$ cat src/rtl/gpio_port_pkg.sv
`timescale 1ns/1ps
package gpio_port_pkg;

   // register selected by the current bus address
   typedef enum logic [2:0] {
      SEL_NONE = 3'd0,
      SEL_DRV  = 3'd1,
      SEL_SET  = 3'd2,
      SEL_CLR  = 3'd3,
      SEL_TGL  = 3'd4,
      SEL_PIN  = 3'd5,
      SEL_DIR  = 3'd6
   } reg_sel_e;

   // byte offsets seen by software
   localparam logic [7:0] OFS_DRV = 8'h00;
   localparam logic [7:0] OFS_SET = 8'h04;
   localparam logic [7:0] OFS_CLR = 8'h08;
   localparam logic [7:0] OFS_TGL = 8'h0C;
   localparam logic [7:0] OFS_PIN = 8'h10;
   localparam logic [7:0] OFS_DIR = 8'h14;

   localparam int unsigned MIN_ADDR_W = 5;

endpackage

$ cat src/rtl/gpio_addr_dec.sv
`timescale 1ns/1ps
module gpio_addr_dec
   import gpio_port_pkg::*;
#(
   parameter int unsigned ADDR_W = 8
) (
   input  logic [ADDR_W-1:0] addr,
   output reg_sel_e          sel
);

   localparam int unsigned OFS_W = 8;

   if (ADDR_W < MIN_ADDR_W) begin : g_bad_addr_w
      $error("gpio_addr_dec: ADDR_W must cover offset 0x14");
   end

   logic [ADDR_W-1:0] a_drv, a_set, a_clr, a_tgl, a_pin, a_dir;

   if (ADDR_W >= OFS_W) begin : g_wide
      assign a_drv = ADDR_W'(OFS_DRV);
      assign a_set = ADDR_W'(OFS_SET);
      assign a_clr = ADDR_W'(OFS_CLR);
      assign a_tgl = ADDR_W'(OFS_TGL);
      assign a_pin = ADDR_W'(OFS_PIN);
      assign a_dir = ADDR_W'(OFS_DIR);
   end else begin : g_narrow
      assign a_drv = OFS_DRV[ADDR_W-1:0];
      assign a_set = OFS_SET[ADDR_W-1:0];
      assign a_clr = OFS_CLR[ADDR_W-1:0];
      assign a_tgl = OFS_TGL[ADDR_W-1:0];
      assign a_pin = OFS_PIN[ADDR_W-1:0];
      assign a_dir = OFS_DIR[ADDR_W-1:0];
   end

   always_comb begin
      sel = SEL_NONE;
      if (addr == a_drv) sel = SEL_DRV;
      if (addr == a_set) sel = SEL_SET;
      if (addr == a_clr) sel = SEL_CLR;
      if (addr == a_tgl) sel = SEL_TGL;
      if (addr == a_pin) sel = SEL_PIN;
      if (addr == a_dir) sel = SEL_DIR;
   end

endmodule

$ cat src/rtl/gpio_in_sync.sv
`timescale 1ns/1ps
module gpio_in_sync #(
   parameter int unsigned PINS        = 32,
   parameter int unsigned SYNC_STAGES = 2
) (
   input  logic            clk,
   input  logic            rst_n,
   input  logic [PINS-1:0] d_async,
   output logic [PINS-1:0] q_sync
);

   if (SYNC_STAGES < 2) begin : g_bad_stages
      $error("gpio_in_sync: SYNC_STAGES must be at least 2");
   end

   logic [PINS-1:0] stage_q [SYNC_STAGES];

   for (genvar s = 0; s < SYNC_STAGES; s++) begin : g_stage
      if (s == 0) begin : g_first
         always_ff @(posedge clk or negedge rst_n) begin
            if (!rst_n) stage_q[s] <= '0;
            else        stage_q[s] <= d_async;
         end
      end else begin : g_next
         always_ff @(posedge clk or negedge rst_n) begin
            if (!rst_n) stage_q[s] <= '0;
            else        stage_q[s] <= stage_q[s-1];
         end
      end
   end

   assign q_sync = stage_q[SYNC_STAGES-1];

endmodule

$ cat src/rtl/gpio_out_reg.sv
`timescale 1ns/1ps
module gpio_out_reg
   import gpio_port_pkg::*;
#(
   parameter int unsigned PINS = 32
) (
   input  logic            clk,
   input  logic            rst_n,
   input  reg_sel_e        sel,
   input  logic            wr_en,
   input  logic [PINS-1:0] wr_data,
   output logic [PINS-1:0] drv_q,
   output logic [PINS-1:0] dir_q
);

   logic [PINS-1:0] drv_d;
   logic            drv_we;

   always_comb begin
      drv_d  = drv_q;
      drv_we = 1'b0;
      if (wr_en) begin
         unique case (sel)
            SEL_DRV: begin drv_d = wr_data;          drv_we = 1'b1; end
            SEL_SET: begin drv_d = drv_q | wr_data;  drv_we = 1'b1; end
            SEL_CLR: begin drv_d = drv_q & ~wr_data; drv_we = 1'b1; end
            SEL_TGL: begin drv_d = drv_q ^ wr_data;  drv_we = 1'b1; end
            default: ;
         endcase
      end
   end

   always_ff @(posedge clk or negedge rst_n) begin
      if (!rst_n)      drv_q <= '0;
      else if (drv_we) drv_q <= drv_d;
   end

   always_ff @(posedge clk or negedge rst_n) begin
      if (!rst_n)                         dir_q <= '0;
      else if (wr_en && sel == SEL_DIR)   dir_q <= wr_data;
   end


   set_bits_chk: assert property (@(posedge clk) disable iff (!rst_n)
      (wr_en && sel == SEL_SET) |=> ((drv_q & $past(wr_data)) == $past(wr_data)));


   clr_bits_chk: assert property (@(posedge clk) disable iff (!rst_n)
      (wr_en && sel == SEL_CLR) |=> ((drv_q & $past(wr_data)) == '0));


   tgl_bits_chk: assert property (@(posedge clk) disable iff (!rst_n)
      (wr_en && sel == SEL_TGL) |=> (drv_q == ($past(drv_q) ^ $past(wr_data))));


   drv_hold_chk: assert property (@(posedge clk) disable iff (!rst_n)
      !(wr_en && (sel == SEL_DRV || sel == SEL_SET || sel == SEL_CLR || sel == SEL_TGL))
      |=> $stable(drv_q));


   dir_hold_chk: assert property (@(posedge clk) disable iff (!rst_n)
      !(wr_en && sel == SEL_DIR) |=> $stable(dir_q));

endmodule

$ cat src/rtl/gpio_port_regs.sv
`timescale 1ns/1ps
module gpio_port_regs
   import gpio_port_pkg::*;
#(
   parameter int unsigned PINS        = 32,
   parameter int unsigned ADDR_W      = 8,
   parameter int unsigned SYNC_STAGES = 2
) (
   input  logic              clk,
   input  logic              rst_n,
   input  logic [ADDR_W-1:0] addr,
   input  logic              wr_en,
   input  logic [PINS-1:0]   wr_data,
   output logic [PINS-1:0]   rd_data,
   input  logic [PINS-1:0]   pad_in,
   output logic [PINS-1:0]   pad_out,
   output logic [PINS-1:0]   pad_oe
);

   if (PINS < 1 || PINS > 32) begin : g_bad_pins
      $error("gpio_port_regs: PINS must lie in 1..32");
   end

   reg_sel_e        sel;
   logic [PINS-1:0] drv_q;
   logic [PINS-1:0] dir_q;
   logic [PINS-1:0] pin_q;

   gpio_addr_dec #(.ADDR_W(ADDR_W)) u_dec (
      .addr (addr),
      .sel  (sel)
   );

   gpio_out_reg #(.PINS(PINS)) u_out (
      .clk     (clk),
      .rst_n   (rst_n),
      .sel     (sel),
      .wr_en   (wr_en),
      .wr_data (wr_data),
      .drv_q   (drv_q),
      .dir_q   (dir_q)
   );

   gpio_in_sync #(.PINS(PINS), .SYNC_STAGES(SYNC_STAGES)) u_sync (
      .clk     (clk),
      .rst_n   (rst_n),
      .d_async (pad_in),
      .q_sync  (pin_q)
   );

   always_comb begin
      unique case (sel)
         SEL_DRV: rd_data = drv_q;
         SEL_PIN: rd_data = pin_q;
         SEL_DIR: rd_data = dir_q;
         default: rd_data = '0;
      endcase
   end

   assign pad_out = drv_q;
   assign pad_oe  = dir_q;


   alias_rd_zero_chk: assert property (@(posedge clk) disable iff (!rst_n)
      (sel == SEL_SET || sel == SEL_CLR || sel == SEL_TGL) |-> (rd_data == '0));


   unmapped_rd_zero_chk: assert property (@(posedge clk) disable iff (!rst_n)
      (sel == SEL_NONE) |-> (rd_data == '0));


   oe_match_chk: assert property (@(posedge clk) disable iff (!rst_n)
      (sel == SEL_DIR) |-> (rd_data == pad_oe));


   drv_readback_chk: assert property (@(posedge clk) disable iff (!rst_n)
      (sel == SEL_DRV) |-> (rd_data == pad_out));

endmodule

$ cat config.mk
export PLATFORM = sky130hd
export DESIGN_NAME = gpio_port_regs
export DESIGN_NICKNAME = d
export VERILOG_FILES = /design/src/rtl/gpio_port_pkg.sv /design/src/rtl/gpio_addr_dec.sv /design/src/rtl/gpio_in_sync.sv /design/src/rtl/gpio_out_reg.sv /design/src/rtl/gpio_port_regs.sv
export SDC_FILE = /design/constraint.sdc
export NUM_CORES = 1
export LEC_CHECK = 0
export ABC_AREA = 1
export CORE_ASPECT_RATIO = 0.9
export CORE_MARGIN = 5
export CORE_UTILIZATION = 69
export CTS_BUF_LIST = sky130_fd_sc_hd__clkbuf_16
export DETAILED_ROUTE_END_ITERATION = 16
export DONT_BUFFER_PORTS = 1
export PLACE_DENSITY = 0.85
export SLEW_MARGIN = 10
export SYNTH_ARGS = -nofsm -noshare
export SYNTH_HDL_FRONTEND = slang
export SYNTH_SLANG_ARGS = --single-unit
$ cat constraint.sdc
create_clock -name clk -period 2 [get_ports clk]
set_clock_uncertainty 0.05 [all_clocks]
set_input_delay 0.2 -clock clk [delete_from_list [all_inputs] [get_ports clk]]
set_output_delay 0.2 -clock clk [all_outputs]
set_load 0.02 [all_outputs]
==> results.yml, run 1 <==
grt:
  grt_pass1_wl_um: 34500
  grt.busiest_layer: "met2"
  grt_overflow: 0
  grtUsageMet3_pct: 11.2
  grt_use_met1_pct: 41.8
  antenna_found_initial: 0
  grt_usage_pct: 36.4
  use_met2_pct: 60.1
  grt_pass1_vias: 6570
  grt_max_degree: 129
placed_design:
  io_buffers: 0
  place_ws_ps: 284
  dp.cells: 876
  routabilityCongestion: 0.820
  dpl.hpwl_um: 12300
sta:
  worst_slack_ps: 181
  finalCritPeriodShare_pct: 91.0
  hold_viol_final: 128
  period_needed_ps: 1820
  finalSetupViolCount: 0
  hold_ws_ps: -564
  tns_ps: 0
  slew_viol_final: 0
  worstMarginPinSlew_ps: 653
  rsz0062_at_grt: "no"
  fmax_ghz: 0.550
  maxSlewHeadroom_pct: 56.4
floorplan:
  fp.dieW_um: 116
  start_util_pct: 71.1
  placementRows: 34
  core_area_sq_mm: 0.00974
  pin_count: 171
  dieArea_sq_mm: 0.0121
  die_h_um: 105
clock_tree:
  clock-sinks: 128
  post_cts_resized: 0
  clockBufferDepth: 2
  root_buffer: "clkbuf_16"
  post_cts_buffers: 0
  clk_pin_slew_ps: 60
  cts_htree_levels: 4
  numCtsBuffers: 17
  cts_tree: "yes"
  clk_latency_ps: 420
  postCtsHoldBufs: 64
finish:
  n_antenna_cell: 0
  final_util_pct: 84.8
  drive_gt1_share_pct: 10.5
  fin_nets: 972
  multi_input_area_sq_mm: 0.00310
  fin_cells: 972
  final_cell_mix: "206 x nand2_1, 128 x dfrtp_1, 74 x inv_1, 66 x nand3_1"
  mostFrequentLayoutCell: "nand2_1"
  area_delta_synth_final_pct: 19.4
  seqCellArea_sq_mm: 0.00320
  fillers: 478
yosys:
  synth_cell_types: 23
  syn_area_sq_mm: 0.00692
  ys_warn_count: 0
  async_flop_share_pct: 100
  avgSynthCellArea_sq_um: 8.88
  yosys_register_bits: 128
  syn-num-nets: 919
  synth_edf_count: 0
  synthFlopType: "dfrtp_1"
  postSynthCellCount: 780
  ys_seq_area_share_pct: 46.3
critical_path:
  startpoint: "u_out.drv_q[13]"
  endpoint: "rd_data[13]"
  crit_fanout: 4
  crit_path_start_kind: "register"
  reg2reg_from: "u_out.drv_q[9]"
  worstReg2RegEnd: "u_out.drv_q[9]"
  required_ps: 1750
  rr_worst_depth: 6
  cp.arrival_ps: 1570
  rrSetupSlack_ps: 450
  critPathKind: "register to output port"
  worst_setup_path_end_kind: "output port"
hold_path:
  hp-class: "input pin to async pin"
routing:
  drc: 0
  wirelength_um: 21500
  avgRoutedWirePerCell_um: 22.1
  via_count: 6192
  dr.pass1.iters: 6
  antenna_left: 0
  first_iter_violations: 707
  viasPerCell: 6.37
run:
  maxCapViolCount: 0
run_status:
  violations: "negative hold slack"
  status: "finished, violations left"
power_and_ir_drop:
  clkPwrFrac_pct: 46.8
  peakVddDrop_v: 0.000935
  swShare_pct: 27.1
  p_sw_w: 0.00190
  p_seq_share_pct: 44.3
  cellPowerDensity_mw_per_mm2: 848
  leakage_nw: 3.75
  p_int_w: 0.00511
  combPwrFrac_pct: 8.9
## worst min-delay path by stage
stage / slack, ps / to / depth (start not counted) / startpoint
finish: -560 / u_out.dir_q[2] / 0 / rst_n
global route: -590 / u_out.dir_q[4] / 0 / rst_n
CTS: -580 / u_out.drv_q[2] / 0 / rst_n
detailed placement: -140 / u_out.dir_q[1] / 0 / rst_n
global placement: -140 / u_out.dir_q[2] / 0 / rst_n
floorplan: -150 / u_out.dir_q[0] / 0 / rst_n
## worst max-delay path: stages (launching register included)
cell and delay, ps:
dfrtp_1 550, inv_1 140, o211ai_1 460
## stage by stage
step	cell area [sq um]	power, W	hold slack, ps
final	8260	0.00701	-564
after global routing	8260	0.00724	-586
after CTS	8260	0.00696	-581
after detailed placement	7000	0.00360	-143
after global placement	7000	0.00354	-142
after floorplan	6920	0.00343	-146
## power by group through the flow
stage / clock network [W] / registers, W / logic [W]
floorplan: 0 / 0.00307 / 0.000353
finish: 0.00328 / 0.00311 / 0.000624
detailed placement: 0 / 0.00314 / 0.000464
global route: 0.00343 / 0.00312 / 0.000695
CTS: 0.00326 / 0.00310 / 0.000597
global placement: 0 / 0.00312 / 0.000417
## Yosys cell counts, types with 2 or more instances
cell type / n / share of area [%]
and2_1: 2 / 0.18
buf_1: 2 / 0.11
buf_2: 28 / 2.0
buf_4: 2 / 0.22
buf_6: 6 / 0.98
clkbuf_1: 9 / 0.49
clkinv_1: 23 / 1.2
dfrtp_1: 128 / 46
ha_1: 64 / 12
inv_1: 74 / 4.0
inv_2: 4 / 0.22
nand2_1: 206 / 11
nand3_1: 66 / 4.8
nand3b_1: 31 / 3.4
nand4_1: 33 / 3.0
nor2_1: 8 / 0.43
nor2_4: 2 / 0.33
o211ai_1: 32 / 3.5
o21ai_1: 25 / 1.8
o21ai_2: 32 / 4.0
## layer usage
layer  up-vias  wire (um)
met5         -          0
met4         0       1140
met3       115       2140
met2       451      10800
met1      2974       7410
li1       2652          -
## state kept, by name (all words and copies together), names as in the netlist
register	count
u_sync.q_sync	32
u_sync.stage_q	32
u_out.dir_q	32
u_out.drv_q	32
## cell type report
| type | instances | share of cell area [%] |
|---|---|---|
| repair buffers | 81 | 9.75 |
| inverters | 101 | 4.59 |
| flip-flops and latches | 128 | 38.8 |
| clock inverters | 15 | 2.33 |
| multi-input cells | 504 | 37.5 |
| well taps | 126 | 1.91 |
| clock buffers | 17 | 5.15 |
## cell families after synthesis
logic type / count (synthesis) / synth area share, %
adder cells (fa/ha/maj): 64 / 11.6
flip-flops: 128 / 46.3
AND/OR/NAND/NOR: 351 / 23.5
buffers and inverters: 148 / 9.29
AO/OA/AOI/OAI: 89 / 9.33
Power figures use the tool's default switching activity.
==> run 2, diff against run 1 <==
==> constraint.sdc (replaced) <==
create_clock -name clk -period 2 [get_ports clk]
set_clock_uncertainty 0.05 [all_clocks]
set_input_delay 0.2 -clock clk [delete_from_list [all_inputs] [get_ports clk]]
set_output_delay 0.2 -clock clk [all_outputs]
set_load 0.1 [all_outputs]
==> run 2 against run 1 <==
The flow now stops in clock tree synthesis (4_1_cts). Synthesized cell count stayed put. Synthesized area stayed put.
==> results.yml, run 2 <==
yosys:
  synth_top_area_cell: "dfrtp_1"
  synth_most_common_cell: "nand2_1"
  ys_seq_area_share_pct: 46.3
  yosys_register_bits: 128
  yosysTopAreaCellShare_pct: 46.3
  synth_cell_types: 23
  synthTopCellsByArea: "dfrtp_1 46%, ha_1 12%, nand2_1 11%"
  syn_area_sq_mm: 0.00692
  synthFlopType: "dfrtp_1"
  synth_edf_count: 0
  synth_common_cells: "206 x nand2_1, 128 x dfrtp_1, 74 x inv_1, 66 x nand3_1, 64 x ha_1"
  syn-num-nets: 919
  avgSynthCellArea_sq_um: 8.88
  async_flop_share_pct: 100
  postSynthCellCount: 780
  ys_warn_count: 0
run_status:
  status: "did not finish"
  stop_stage: "clock tree synthesis (4_1_cts)"
  error: "[ERROR DPL-0033] detailed placement checks failed during check placement."
clock_tree:
  post_cts_resized: 11
  root_buffer: "clkbuf_16"
  post_cts_buffers: 2
  clockBufferDepth: 2
  numCtsBuffers: 17
  postCtsHoldBufs: 64
  clock-sinks: 128
  cts_htree_levels: 4
placed_design:
  dpl.hpwl_um: 14100
  io_buffers: 0
  routabilityCongestion: 0.882
floorplan:
  die_h_um: 105
  placementRows: 34
  start_util_pct: 71.1
  fp.dieW_um: 116
  pin_count: 171
## run 2: cell counts after synthesis
Identical to the previous run, type by type.
## run 2: cells by family after synthesis
group           after synthesis  synth area share, %
buf+inv                     148                 9.29
simple gates                351                 23.5
flops                       128                 46.3
compound gates               89                 9.33
fa+ha+maj                    64                 11.6
## run 2: metrics by stage
stage | setup TNS [ps] | worst slack (ps) | util (%) | cells | area, sq um
detailed placement | 0 | 180 | 84.5 | 943 | 8240
global placement | 0 | 259 | 84.5 | 943 | 8240
floorplan | -14030 | -440 | - | 780 | 7100
==> run 3, diff against run 2 <==
--- a/config.mk
+++ b/config.mk
@@ -6,13 +6,11 @@
 export NUM_CORES = 1
 export LEC_CHECK = 0
 export ABC_AREA = 1
-export CORE_ASPECT_RATIO = 0.9
 export CORE_MARGIN = 5
-export CORE_UTILIZATION = 69
-export CTS_BUF_LIST = sky130_fd_sc_hd__clkbuf_16
+export CORE_UTILIZATION = 40
 export DETAILED_ROUTE_END_ITERATION = 16
 export DONT_BUFFER_PORTS = 1
-export PLACE_DENSITY = 0.85
+export PLACE_DENSITY_LB_ADDON = 0.15
 export SLEW_MARGIN = 10
 export SYNTH_ARGS = -nofsm -noshare
 export SYNTH_HDL_FRONTEND = slang
==> run 3 against run 2 <==
The flow now finishes, with violations (negative hold slack).
==> results.yml, run 3 (same netlist as run 1, synthesis figures left out) <==
sta:
  worstMarginPinSlew_ps: 687
  worst_slack_ps: 31.8
  finalCritPeriodShare_pct: 98.4
  hold_ws_ps: -564
  hold_viol_final: 128
  fmax_ghz: 0.508
  finalSetupViolCount: 0
  maxSlewHeadroom_pct: 54.2
  slew_viol_final: 0
  period_needed_ps: 1970
  rsz0062_at_grt: "yes"
power_and_ir_drop:
  total_power_w: 0.00795
  p_seq_share_pct: 45.0
  p_int_w: 0.00538
  cellPowerDensity_mw_per_mm2: 821
  clkPwrFrac_pct: 42.7
  peakVddDrop_v: 0.000605
  p_sw_w: 0.00258
  combPwrFrac_pct: 12.3
  swShare_pct: 32.4
  leakage_nw: 4.26
routing:
  drc: 0
  wl_met1_um: 9030
  first_iter_violations: 395
  wl_met2_um: 10200
  dr_wl_met3_um: 1610
  highest_layer: "met4"
  antenna_left: 0
  wirelength_um: 21100
  avgRoutedWirePerCell_um: 18.5
  via_count: 5992
  dr.pass1.iters: 5
  viasPerCell: 5.25
placed_design:
  routabilityCongestion: 0.893
  dp.cells: 1041
  place_ws_ps: 157
  dpl.hpwl_um: 13600
  io_buffers: 0
run:
  maxCapViolCount: 0
finish:
  mostFrequentLayoutCell: "nand2_1"
  fin_nets: 1040
  area_delta_synth_final_pct: 39.9
  final_cell_mix: "202 x nand2_1, 96 x dfrtp_1, 66 x nand3_1, 64 x ha_1, 64 x dlygate4sd3_1"
  fin_cells: 1141
  drive_gt1_share_pct: 23.3
clock_tree:
  cts_htree_levels: 4
  postCtsHoldBufs: 64
  clk_pin_slew_ps: 60
  clock-sinks: 128
  cts_tree: "yes"
  clockBufferDepth: 2
  root_buffer: "clkbuf_16"
  numCtsBuffers: 17
  clk_latency_ps: 410
critical_path:
  reg2reg_from: "u_out.drv_q[29]"
  startpoint: "u_out.drv_q[22]"
  critPathKind: "register to output port"
  worst_setup_path_end_kind: "output port"
  cp.arrival_ps: 1720
  crit_fanout: 4
  required_ps: 1750
  crit_path_start_kind: "register"
floorplan:
  start_util_pct: 40.4
  core_area_sq_mm: 0.0171
  pin_count: 171
  die_h_um: 142
  fp.dieW_um: 142
  placementRows: 48
  dieArea_sq_mm: 0.0200
grt:
  grt_overflow: 0
  antenna_found_initial: 2
  grt_pass1_vias: 6371
  grt_max_degree: 129
  grt_usage_pct: 20.9
  grt_pass1_wl_um: 33200
hold_path:
  hp-class: "input pin to async pin"
run_status:
  violations: "negative hold slack"
  status: "finished, violations left"
==> run 3: per-stage QoR <==
step           utilization, %  hold WS, ps  instance area [sq um]  TNS (ps)
3_3_place_gp             48.9         -140                   8380         0
6_report                 56.6         -564                   9680         0
2_1_floorplan               -         -146                   7100    -14030
5_1_grt                  56.6         -586                   9680     -1.57
3_5_place_dp             48.9         -141                   8380         0
4_1_cts                  56.5         -582                   9660         0
==> run 3: what timing repair did <==
| action | CTS | global route |
|---|---|---|
| pin swaps | 1 | 11 |
| endpoints found under the setup margin | 1 | 13 |
| gates cloned | 0 | 0 |
| hold endpoints to repair | 224 | 128 |
| resized for setup | 1 | 14 |
| setup buffers | 0 | 2 |
==> run 3: final timing paths <==
check                              endpoint  slack, ps  depth (start not counted)
max                             rd_data[22]         30                          3
min                         u_out.dir_q[10]       -560                          0
max reg2reg                 u_out.drv_q[29]        400                          7
min reg2reg                u_sync.q_sync[2]        290                          0
max in group asynchronous   u_out.drv_q[16]       2280                          0
min in group clk             u_out.dir_q[5]         90                          2
==> run 3: metal layers <==
metal | vias to the layer above | global-route usage [%]
met4 | 0 | 7.22
met2 | 209 | 34.4
met5 | - | 0
met1 | 2970 | 26.2
met3 | 30 | 6.40
li1 | 2783 | -
==> run 3: final cells by class <==
type                       count  area (sq um)
antenna                        2          5.00
clock buffer                  24           492
clock inverter                 8           153
fill                        1507          7430
inverter                     101           384
multi-input combinational    504          3130
sequential                   128          3320
tap                          225           282
timing repair buffer         149          1920
==> run 3: power groups by stage <==
stage | sequential, W | combinational [W] | clock [W]
final | 0.00358 | 0.000980 | 0.00340
after global routing | 0.00360 | 0.00106 | 0.00358
after CTS | 0.00357 | 0.000974 | 0.00346
after detailed placement | 0.00362 | 0.000855 | 0
after global placement | 0.00361 | 0.000822 | 0
after floorplan | 0.00385 | 0.000370 | 0
==> run 3: worst max-delay path, cell delays in order (launching register included) <==
cell,delay [ps]
dfrtp_4,630
inv_1,110
o211ai_1,300
clkbuf_16,270
